File: src/rtl/nlb_pkg.sv
package nlb_pkg;
    typedef enum logic {
        SRC_LINE = 1'b0,
        SRC_LOOP = 1'b1
    } src_e;
endpackage

File: src/rtl/nlb_mode_qual.sv
module nlb_mode_qual
    import nlb_pkg::*;
(
    input  logic cfg_loop_en,
    input  logic mode_10m,
    input  logic full_duplex,
    input  logic tx_en,
    input  logic line_crs,
    input  logic line_col,
    output src_e src_sel
);
    logic mode_ok;
    logic tx_alone;

    always_comb begin
        // loopback only exists in 10 Mb/s half duplex
        mode_ok  = cfg_loop_en && mode_10m && !full_duplex;
        // transmitting with a quiet line; collision always wins
        tx_alone = tx_en && !line_crs && !line_col;
        src_sel  = (mode_ok && tx_alone) ? SRC_LOOP : SRC_LINE;
    end
endmodule

File: src/rtl/nlb_out_stage.sv
module nlb_out_stage
    import nlb_pkg::*;
#(
    parameter int DATA_W = 4
) (
    input  logic              clk,
    input  logic              rst_n,
    input  src_e              src_sel,
    input  logic              tx_en,
    input  logic [DATA_W-1:0] txd,
    input  logic [DATA_W-1:0] line_rxd,
    input  logic              line_rx_dv,
    output logic [DATA_W-1:0] rxd,
    output logic              rx_dv
);
    typedef struct packed {
        logic [DATA_W-1:0] data;
        logic              dv;
    } beat_t;

    beat_t beat_d, beat_q;

    always_comb begin
        beat_d = beat_q;
        // data and valid taken as one unit from a single source
        if (src_sel == SRC_LOOP) begin
            beat_d.data = txd;
            beat_d.dv   = tx_en;
        end else begin
            beat_d.data = line_rxd;
            beat_d.dv   = line_rx_dv;
        end
    end

    always_ff @(posedge clk or negedge rst_n) begin
        if (!rst_n) beat_q <= '0;
        else        beat_q <= beat_d;
    end

    assign rxd   = beat_q.data;
    assign rx_dv = beat_q.dv;

    // a nibble chosen from the line carries the line's valid with it
    p_line_pair_r9: assert property (@(posedge clk) disable iff (!rst_n)
        (src_sel == SRC_LINE) |=> (rxd == $past(line_rxd)) && (rx_dv == $past(line_rx_dv)));
endmodule

File: src/rtl/nlb_rx_select.sv
module nlb_rx_select
    import nlb_pkg::*;
#(
    parameter int DATA_W = 4
) (
    input  logic              clk,
    input  logic              rst_n,
    input  logic              cfg_loop_en,
    input  logic              mode_10m,
    input  logic              full_duplex,
    input  logic              tx_en,
    input  logic [DATA_W-1:0] txd,
    input  logic [DATA_W-1:0] line_rxd,
    input  logic              line_rx_dv,
    input  logic              line_crs,
    input  logic              line_col,
    output logic [DATA_W-1:0] rxd,
    output logic              rx_dv
);
    src_e src_sel;

    nlb_mode_qual u_qual (
        .cfg_loop_en (cfg_loop_en),
        .mode_10m    (mode_10m),
        .full_duplex (full_duplex),
        .tx_en       (tx_en),
        .line_crs    (line_crs),
        .line_col    (line_col),
        .src_sel     (src_sel)
    );

    nlb_out_stage #(.DATA_W(DATA_W)) u_out (
        .clk        (clk),
        .rst_n      (rst_n),
        .src_sel    (src_sel),
        .tx_en      (tx_en),
        .txd        (txd),
        .line_rxd   (line_rxd),
        .line_rx_dv (line_rx_dv),
        .rxd        (rxd),
        .rx_dv      (rx_dv)
    );

    // an edge seen in reset leaves the outputs quiet
    p_reset_quiet_r1: assert property (@(posedge clk)
        !rst_n |=> (rx_dv == 1'b0) && (rxd == '0));

    // qualified transmit returns the transmit nibble with valid set
    p_loop_data_r2: assert property (@(posedge clk) disable iff (!rst_n)
        (cfg_loop_en && mode_10m && !full_duplex && tx_en && !line_crs && !line_col)
        |=> (rxd == $past(txd)) && rx_dv);

    // collision routes line data
    p_col_line_r3: assert property (@(posedge clk) disable iff (!rst_n)
        line_col |=> (rxd == $past(line_rxd)) && (rx_dv == $past(line_rx_dv)));

    // loopback disabled means pass-through
    p_off_line_r5: assert property (@(posedge clk) disable iff (!rst_n)
        !cfg_loop_en |=> (rxd == $past(line_rxd)) && (rx_dv == $past(line_rx_dv)));

    // full duplex means pass-through
    p_fdx_line_r6: assert property (@(posedge clk) disable iff (!rst_n)
        full_duplex |=> (rxd == $past(line_rxd)) && (rx_dv == $past(line_rx_dv)));

    // 100 Mb/s means pass-through
    p_fast_line_r7: assert property (@(posedge clk) disable iff (!rst_n)
        !mode_10m |=> (rxd == $past(line_rxd)) && (rx_dv == $past(line_rx_dv)));
endmodule

File: config.mk
export PLATFORM = sky130hd
export DESIGN_NAME = nlb_rx_select
export DESIGN_NICKNAME = d
export VERILOG_FILES = /design/src/rtl/nlb_pkg.sv /design/src/rtl/nlb_mode_qual.sv /design/src/rtl/nlb_out_stage.sv /design/src/rtl/nlb_rx_select.sv
export SDC_FILE = /design/constraint.sdc
export NUM_CORES = 1
export LEC_CHECK = 0
export ABC_AREA = 1
export ABC_CLOCK_PERIOD_IN_PS = 800
export BUFFER_PORTS_ARGS = -buffer_cell sky130_fd_sc_hd__buf_2
export CAP_MARGIN = 30
export CORE_AREA = 10 10 47 49
export DETAILED_ROUTE_END_ITERATION = 8
export DIE_AREA = 0 0 57 59
export PLACE_DENSITY = 0.44
export SLEW_MARGIN = 5
export SYNTH_ARGS = -nofsm -noshare
export SYNTH_HDL_FRONTEND = slang
export SYNTH_SLANG_ARGS = --single-unit
export TNS_END_PERCENT = 10
File: constraint.sdc
create_clock -name clk -period 0.8 [get_ports clk]
set_input_delay 0.04 -clock clk [delete_from_list [all_inputs] [get_ports clk]]
set_output_delay 0.04 -clock clk [all_outputs]
set_load 0.01 [all_outputs]
==> results.sh, run 1 <==
export IMPL_outcome="completed"
export IMPL_hold_depth=3
export IMPL_drive_gt1_frac=0.475
export IMPL_yosysUniqueCellTypes=7
export IMPL_synth_nets=46
export IMPL_switchingPower_uw=151
export IMPL_seq_area_frac_synth=0.535
export IMPL_worstPathArrival_ns=0.73
export IMPL_placement_io_buffers=21
export IMPL_worst_hold_slack_ns=0.0154
export IMPL_p_leak_uw=0.000254
export IMPL_fmax_mhz=1310
export IMPL_fp_dieH_um=59
export IMPL_postRouteAntennaNets=0
export IMPL_wl_per_cell_um=9.77
export IMPL_layout_commonest_cell="buf_2"
export IMPL_p_int_uw=527
export IMPL_diodes=0
export IMPL_cp_max_fo=1
export IMPL_finalMaxSlewViolations=0
export IMPL_critPathKind="flip-flop to output pin"
export IMPL_overflow=0
export IMPL_tightest_slew_ns=0.156
export IMPL_core_area_mm2=0.00140
export IMPL_crit_path_end_kind="output pin"
export IMPL_yosysTopAreaCellShare=0.535
export IMPL_switching_share=0.223
export IMPL_synth_warnings=0
export IMPL_start_kind="flip-flop"
export IMPL_finalWirelength_um=733
export IMPL_cts_tree="done"
export IMPL_netlist_area_um2=234
export IMPL_p_comb_frac=0.181
export IMPL_fin_nets=77
export IMPL_grt_pass1_vias=330
export IMPL_ios=22
export IMPL_clockBufferDepth=2
export IMPL_slew_headroom=0.896
export IMPL_rsz0062_at_grt="yes"
export IMPL_setup_viol=0
export IMPL_dr_pass1_iters=2
export IMPL_seqPwrFrac=0.402
export IMPL_finalCritPeriodShare=0.957
export IMPL_crit_family="flip-flops"
export IMPL_stdcell_count=75
export IMPL_place_inst=66
export IMPL_dieWidth_um=57
export IMPL_die_area_mm2=0.00336
export IMPL_crit_slowest_cell="dfrtp_1"
export IMPL_cts_sinks=5
export IMPL_finalSetupTns_ns=0
export IMPL_initial_core_util=0.167
export IMPL_synthCells=29
export IMPL_synth_seq_cells=5
export IMPL_path_clk_slew_ns=0.04
export IMPL_drc_errors=0
export IMPL_timing_final_hold_violations=0
export IMPL_syn2layout_area_growth_pct=91.4
export IMPL_vias=275
export IMPL_place_area_um2=359
export IMPL_vias_per_cell=3.67
export IMPL_min_period_ns=0.765
export IMPL_grt_pass1_wl_um=1280
export IMPL_synth_top_area_cell="dfrtp_1"
export IMPL_seqCellArea_um2=125
export IMPL_cp_buffers_inverters=1
export IMPL_synth_area_leaders="dfrtp_1 (53%), nand2_1 (18%), nand3_1 (8.6%)"
export IMPL_worstPathRequired_ns=0.76
export IMPL_grt_max_degree=6
export IMPL_numCtsBuffers=3
export IMPL_cap_violations=0
export IMPL_root_buffer="clkbuf_4"
export IMPL_max_stage_delay_ns=0.37
export IMPL_layout_common_cells="buf_2 (19), nand2_1 (11), dlygate4sd3_1 (5), dfrtp_1 (5)"
export IMPL_design_area_um2=448
export IMPL_antenna_found_initial=0
export IMPL_powerDensity_mw_per_mm2=1510
export IMPL_hold_class="input pin to flip-flop"
export IMPL_ir_worst_vdd_mv=0.390
export IMPL_grt_use_total=0.0503
export IMPL_n_fill_cell=159
export IMPL_initialDrtViolationCount=1
export IMPL_rows=14
export IMPL_cp_depth=1
export IMPL_cts_setup_buffers=0
export IMPL_clockPowerShare=0.417
export IMPL_p_total_uw=678
export IMPL_cp_cell_sequence="buf_6"
export IMPL_dp_hpwl_um=650
export IMPL_avgSynthCellArea_um2=8.07
export IMPL_multiInputGateArea_um2=93.8
export IMPL_place_gp_congestion=0.702
export IMPL_cts_htree_levels=1
[metrics by stage]
stage | worst slack, ns | utilization
finish | 0.0347 | 0.320
floorplan | 0.321 | -
global route | -0.00999 | 0.320
global placement | 0.148 | 0.256
detailed placement | 0.138 | 0.256
CTS | 0.0178 | 0.304
[path summary, 6_finish.rpt]
check,startpoint,end,slack (ns)
hold / removal,line_rxd[1],u_out.rxd[1],0.02
setup / recovery,u_out.rx_dv,rx_dv,0.03
max in group asynchronous,rst_n,u_out.rxd[1],0.53
min in group asynchronous,rst_n,u_out.rxd[2],0.14
[flip-flops by register name, indices dropped and copies added (netlist names)]
| name | count |
|---|---|
| u_out.rx_dv | 1 |
| u_out.rxd | 4 |
[cells in the mapped netlist]
cell and count:
dfrtp_1 5, inv_1 4, nand2_1 11, nand3_1 4, nand3_2 1, nor2_1 1
nor2_2 3
[final cells by class]
type	instances	share of cell area
timing repair buffer	26	0.374
clock buffer	4	0.0587
tap	16	0.0447
multi-input combinational	20	0.209
inverter	4	0.0335
sequential	5	0.279
[power groups by stage]
stage	clock (µW)	sequential, µW	combinational [µW]
after detailed placement	0	275	101
final	283	272	123
after floorplan	0	284	27.3
after CTS	296	271	116
after global routing	337	273	140
after global placement	0	274	101
[timing repair]
action	4_1_cts	5_1_grt
setup endpoints to repair	0	4
gates resized for setup	0	2
hold buffers	4	1
endpoints found under the hold margin	8	1
[metal layers]
| layer | GRT usage | share of wire | vias up | routed length, µm |
|---|---|---|---|---|
| met2 | 0.0620 | 0.38 | 19 | 275 |
| met5 | 0 | 0 | - | 0 |
| met3 | 0.0386 | 0.16 | 2 | 120 |
| met1 | 0.0444 | 0.43 | 107 | 313 |
| met4 | 0.0705 | 0.031 | 0 | 23 |
| li1 | - | - | 147 | - |
[kinds of logic (layout without fill, tap and decap cells)]
| kind of cell | Yosys count | in the layout | share of synthesized area |
|---|---|---|---|
| and+or+nand+nor | 20 | 20 | 0.401 |
| DFF | 5 | 5 | 0.535 |
| buffers and inverters | 4 | 34 | 0.0642 |
Note: power is estimated with default switching activity, not from simulation.
==> run 2, diff against run 1 <==
--- a/config.mk
+++ b/config.mk
@@ -12,7 +12,6 @@
 export CORE_AREA = 10 10 47 49
 export DETAILED_ROUTE_END_ITERATION = 8
 export DIE_AREA = 0 0 57 59
-export PLACE_DENSITY = 0.44
 export SLEW_MARGIN = 5
 export SYNTH_ARGS = -nofsm -noshare
 export SYNTH_HDL_FRONTEND = slang
==> constraint.sdc (replaced) <==
create_clock -name clk -period 0.8 [get_ports clk]
set_input_delay 0.04 -clock clk [delete_from_list [all_inputs] [get_ports clk]]
set_output_delay 0.04 -clock clk [all_outputs]
set_load 0.005 [all_outputs]
==> run 2 against run 1 <==
Net effect: final cell count down 1.3%; core utilization down 1.6 points; sequential power about the same; die area unchanged; sequential share of layout area up 1.5 points; critical path type unchanged; highest routed layer unchanged.
==> results.sh, run 2 (synthesis results as in run 1) <==
export IMPL_outcome="completed"
export IMPL_cp_cell_sequence="buf_2"
export IMPL_cts_tree="done"
export IMPL_ir_worst_vdd_mv=0.401
export IMPL_fp_dieH_um=59
export IMPL_p_total_uw=658
export IMPL_powerDensity_mw_per_mm2=1550
export IMPL_rows=14
export IMPL_dieWidth_um=57
export IMPL_tightest_slew_ns=0.157
export IMPL_vias_per_cell=3.77
export IMPL_postCtsHoldBufs=4
export IMPL_drc_errors=0
export IMPL_clockBufferDepth=2
export IMPL_overflow=0
export IMPL_place_area_um2=359
export IMPL_layout_commonest_cell="buf_2"
export IMPL_min_period_ns=0.758
export IMPL_syn2layout_area_growth_pct=81.8
export IMPL_max_stage_delay_ns=0.36
export IMPL_crit_family="flip-flops"
export IMPL_initialDrtViolationCount=2
export IMPL_critPathKind="flip-flop to output pin"
export IMPL_cts_setup_buffers=0
export IMPL_cp_buffers_inverters=1
export IMPL_ios=22
export IMPL_path_clk_slew_ns=0.04
export IMPL_start_kind="flip-flop"
export IMPL_place_gp_congestion=0.622
export IMPL_root_buffer="clkbuf_4"
export IMPL_postRouteAntennaNets=0
export IMPL_worstPathArrival_ns=0.72
export IMPL_diodes=0
export IMPL_setup_ws_ns=0.0418
export IMPL_cp_depth=1
export IMPL_slew_headroom=0.895
export IMPL_dp_worst_setup_slack_ns=0.127
export IMPL_dp_hpwl_um=663
export IMPL_core_area_mm2=0.00140
export IMPL_cp_startpoint="u_out.rxd[1]"
export IMPL_dr_pass1_iters=2
export IMPL_layout_common_cells="buf_2 (21), nand2_1 (11), dfrtp_1 (5)"
export IMPL_finalCritPeriodShare=0.948
export IMPL_rsz0062_at_grt="no"
export IMPL_cts_htree_levels=1
export IMPL_worstPathRequired_ns=0.76
export IMPL_initial_core_util=0.167
export IMPL_vias=279
export IMPL_crit_path_end_kind="output pin"
export IMPL_grt_pass1_vias=336
export IMPL_grt_pass1_wl_um=1320
export IMPL_design_area_um2=425
export IMPL_hold_class="input pin to flip-flop"
export IMPL_fmax_mhz=1320
export IMPL_finalMaxSlewViolations=0
export IMPL_largest_register_ffs=4
export IMPL_worstHoldStart="line_rxd[3]"
export IMPL_crit_slowest_cell="dfrtp_1"
export IMPL_fin_nets=76
export IMPL_finalSetupTns_ns=0
export IMPL_cts_resized=0
export IMPL_setup_viol=0
export IMPL_cp_max_fo=1
export IMPL_numCtsBuffers=3
export IMPL_placement_io_buffers=21
export IMPL_grt_use_total=0.0524
export IMPL_hold_depth=3
export IMPL_drive_gt1_frac=0.483
export IMPL_wl_per_cell_um=9.77
export IMPL_grt_max_degree=6
export IMPL_antenna_found_initial=0
export IMPL_cts_sinks=5
export IMPL_finalWirelength_um=723
export IMPL_timing_final_hold_violations=0
export IMPL_p_leak_uw=0.000246
export IMPL_cap_violations=0
export IMPL_die_area_mm2=0.00336
[run 2: where the power goes]
part	internal (µW)	leakage [µW]	total, µW	switching, µW
Sequential	268	0.0000583	271	3.04
Clock	188	0.0000150	278	90.3
Combinational	61.0	0.000173	108	47.4
Total	517	0.000246	658	141
[run 2: final timing paths]
check                                to
worst max-delay path             rxd[1]
max in group asynchronous   u_out.rx_dv
min in group asynchronous  u_out.rxd[0]
worst min-delay path       u_out.rxd[3]
[run 2: stage by stage]
| stage | instances | hold WS (ns) | util |
|---|---|---|---|
| after floorplan | 29 | -0.256 | - |
| after global placement | 66 | -0.146 | 0.256 |
| after detailed placement | 66 | -0.143 | 0.256 |
| after CTS | 74 | 0.00870 | 0.304 |
| after global routing | 74 | 0.00887 | 0.304 |
| final | 74 | 0.0261 | 0.304 |
[run 2: routing by layer]
| layer | share of wire | wire [µm] | track usage | vias up |
|---|---|---|---|---|
| met5 | 0 | 0 | 0 | - |
| met4 | 0.047 | 34 | 0.0805 | 0 |
| met3 | 0.087 | 63 | 0.0172 | 2 |
| met2 | 0.35 | 250 | 0.0667 | 21 |
| met1 | 0.52 | 375 | 0.0551 | 109 |
| li1 | - | - | - | 147 |
[run 2: area by class of cell]
class / instances / area [µm²]
sequential: 5 / 125
inverter: 4 / 15.0
tap: 16 / 20.0
multi-input combinational: 20 / 93.8
timing repair buffer: 25 / 145
clock buffer: 4 / 26.3
fill: 153 / 976
==> run 3, diff against run 2 <==
--- a/config.mk
+++ b/config.mk
@@ -5,7 +5,6 @@
 export SDC_FILE = /design/constraint.sdc
 export NUM_CORES = 1
 export LEC_CHECK = 0
-export ABC_AREA = 1
 export ABC_CLOCK_PERIOD_IN_PS = 800
 export BUFFER_PORTS_ARGS = -buffer_cell sky130_fd_sc_hd__buf_2
 export CAP_MARGIN = 30
==> run 3 against run 2 <==
Net effect: the flow now finishes with violations (negative setup slack); power is essentially flat; combinational power is essentially flat; sequential power is essentially flat; die area is the same; critical path depth grew 3; cell area shrank 3.2%; sequential share of layout area grew 0.98 points; global-route usage is essentially flat; via count shrank 27%; first-iteration DRC count is the same; clock-buffer cell count is the same; critical path type is now input pin to flip-flop.
==> results.sh, run 3 <==
export IMPL_initialDrtViolationCount=2
export IMPL_whs_endpoint="u_out.rxd[2]"
export IMPL_finalCritPeriodShare=1.00
export IMPL_violations="negative setup slack"
export IMPL_clockPowerShare=0.428
export IMPL_powerDensity_mw_per_mm2=1600
export IMPL_place_gp_congestion=0.672
export IMPL_p_int_uw=523
export IMPL_clockBufferDepth=2
export IMPL_netlist_area_um2=211
export IMPL_crit_slowest_cell="mux2_4"
export IMPL_p_total_uw=658
export IMPL_dr_pass1_iters=2
export IMPL_seqCellArea_um2=125
export IMPL_vias=203
export IMPL_finalSetupTns_ns=-0.00299
export IMPL_worstPathRequired_ns=0.92
export IMPL_numCtsBuffers=3
export IMPL_yosysTopAreaCellShare=0.592
export IMPL_finalWirelength_um=779
export IMPL_largest_register_ffs=4
export IMPL_switchingPower_uw=135
export IMPL_yosysMostFrequentCell="dfrtp_1"
export IMPL_grt_pass1_vias=245
export IMPL_worstHoldStart="line_rxd[2]"
export IMPL_grt_pass1_wl_um=1190
export IMPL_hold_class="input pin to flip-flop"
export IMPL_synthCells=12
export IMPL_switching_share=0.205
export IMPL_slew_headroom=0.835
export IMPL_drc_errors=0
export IMPL_synth_nets=29
export IMPL_seq_area_frac_synth=0.592
export IMPL_n_fill_cell=154
export IMPL_fmax_mhz=1250
export IMPL_cts_htree_levels=1
export IMPL_ios=22
export IMPL_layout_commonest_cell="buf_2"
export IMPL_layout_common_cells="buf_2 (20), dfrtp_1 (5), mux2_4 (4), clkbuf_4 (3), dlygate4sd3_1 (2)"
export IMPL_multiInputGateArea_um2=109
export IMPL_syn2layout_area_growth_pct=94.7
export IMPL_postRouteAntennaNets=0
export IMPL_setup_ws_ns=-0.00299
export IMPL_synth_edff_count=0
export IMPL_avgSynthCellArea_um2=17.6
export IMPL_cp_cell_sequence="buf_2 -> nor4b_4 -> nand3_4 -> mux2_4"
export IMPL_min_period_ns=0.803
export IMPL_hold_depth=2
export IMPL_critPathKind="input pin to flip-flop"
export IMPL_synth_area_leaders="dfrtp_1 (59%), mux2_1 (21%), nor4b_4 (11%)"
export IMPL_stdcell_count=55
export IMPL_tightest_slew_ns=0.247
export IMPL_cts_tree="done"
export IMPL_synth_top_area_cell="dfrtp_1"
export IMPL_wl_per_cell_um=14.2
export IMPL_antenna_found_initial=0
export IMPL_fp_dieH_um=59
export IMPL_worstPathArrival_ns=0.92
export IMPL_drive_gt1_frac=0.769
export IMPL_synth_common_cells="dfrtp_1 (5), mux2_1 (4), nand3_2 (1), nor4b_4 (1), or2b_1 (1)"
export IMPL_crit_path_end_kind="flip-flop"
export IMPL_root_buffer="clkbuf_4"
export IMPL_rsz0062_at_grt="yes"
export IMPL_yosysUniqueCellTypes=5
export IMPL_synth_seq_cells=5
export IMPL_cp_max_fo=5
export IMPL_placement_io_buffers=21
export IMPL_die_area_mm2=0.00336
export IMPL_start_kind="input pin"
export IMPL_outcome="finished with violations"
export IMPL_cap_violations=0
export IMPL_timing_final_hold_violations=0
export IMPL_grt_use_total=0.0521
export IMPL_overflow=0
export IMPL_dieWidth_um=57
export IMPL_vias_per_cell=3.69
export IMPL_p_comb_frac=0.160
export IMPL_place_inst=49
export IMPL_rows=14
export IMPL_core_area_mm2=0.00140
export IMPL_ir_worst_vdd_mv=0.494
export IMPL_path_clk_slew_ns=0.04
export IMPL_p_leak_uw=0.000219
export IMPL_ys_async_sr_fraction=1.00
export IMPL_synth_warnings=0
export IMPL_finalMaxSlewViolations=0
export IMPL_max_stage_delay_ns=0.32
export IMPL_synth_ff_type="dfrtp_1"
export IMPL_grt_max_degree=6
export IMPL_fin_nets=57
export IMPL_cts_sinks=5
export IMPL_initial_core_util=0.151
export IMPL_diodes=0
export IMPL_seqPwrFrac=0.412
export IMPL_setup_viol=1
==> run 3: critical path: cells and delay by family <==
| kind | cells | cell delay, ns |
|---|---|---|
| simple gates | 2 | 0.44 |
| mux | 1 | 0.32 |
| buf+inv | 1 | 0.11 |
==> run 3: kinds of logic (layout without fill, tap and decap cells) <==
group         count (synthesis)  count (layout)  share of synthesized area
flops                         5               5                      0.592
mux                           4               4                      0.213
simple gates                  3               3                      0.195
buf+inv                       0              27                          0
==> run 3: what timing repair did <==
item	4_1_cts	5_1_grt
endpoints found under the setup margin	4	7
setup buffers	0	0
hold endpoints to repair	6	0
gates resized for setup	0	6
pin swaps	0	1
hold buffers	2	0
==> run 3: metal layers <==
layer | up-vias | wire [µm] | global-route usage
met2 | 22 | 246 | 0.0341
met1 | 85 | 403 | 0.0709
met4 | 0 | 0 | 0.0503
li1 | 96 | - | -
met3 | 0 | 129 | 0.0515
met5 | - | 0 | 0
==> run 3: final cells by class <==
type | instances | share of cell area
Multi-Input combinational cell | 7 | 0.264
Clock buffer | 4 | 0.0638
Sequential cell | 5 | 0.304
Timing Repair Buffer | 23 | 0.319
Tap cell | 16 | 0.0486
==> run 3: power groups by stage <==
stage | sequential, µW | combinational, µW | clock (µW)
final | 271 | 106 | 282
after global routing | 272 | 116 | 332
after CTS | 271 | 91.3 | 297
after detailed placement | 275 | 83.2 | 0
after global placement | 274 | 83.8 | 0
after floorplan | 277 | 15.4 | 0
==> run 3: worst max path at each step <==
stage	slack (ns)	endpoint	cells after the start	start
finish	-0.003	u_out.rxd[1]	4	full_duplex
global placement	-0.26	u_out.rxd[1]	4	line_col
CTS	-0.01	u_out.rxd[1]	4	line_col
floorplan	-0.08	u_out.rxd[0]	3	line_col
global route	-0.009	rxd[3]	1	u_out.rxd[3]
detailed placement	-0.26	u_out.rxd[1]	4	line_col
==> run 3: through the flow <==
stage               setup WS (ns)  hold slack, ns  utilization  area [µm²]
floorplan                 -0.0801          -0.256            -         211
global placement           -0.255          -0.146        0.240         337
detailed placement         -0.260          -0.142        0.240         337
CTS                       -0.0100          0.0186        0.273         383
global route             -0.00926          0.0181        0.294         412
finish                   -0.00299          0.0346        0.294         412
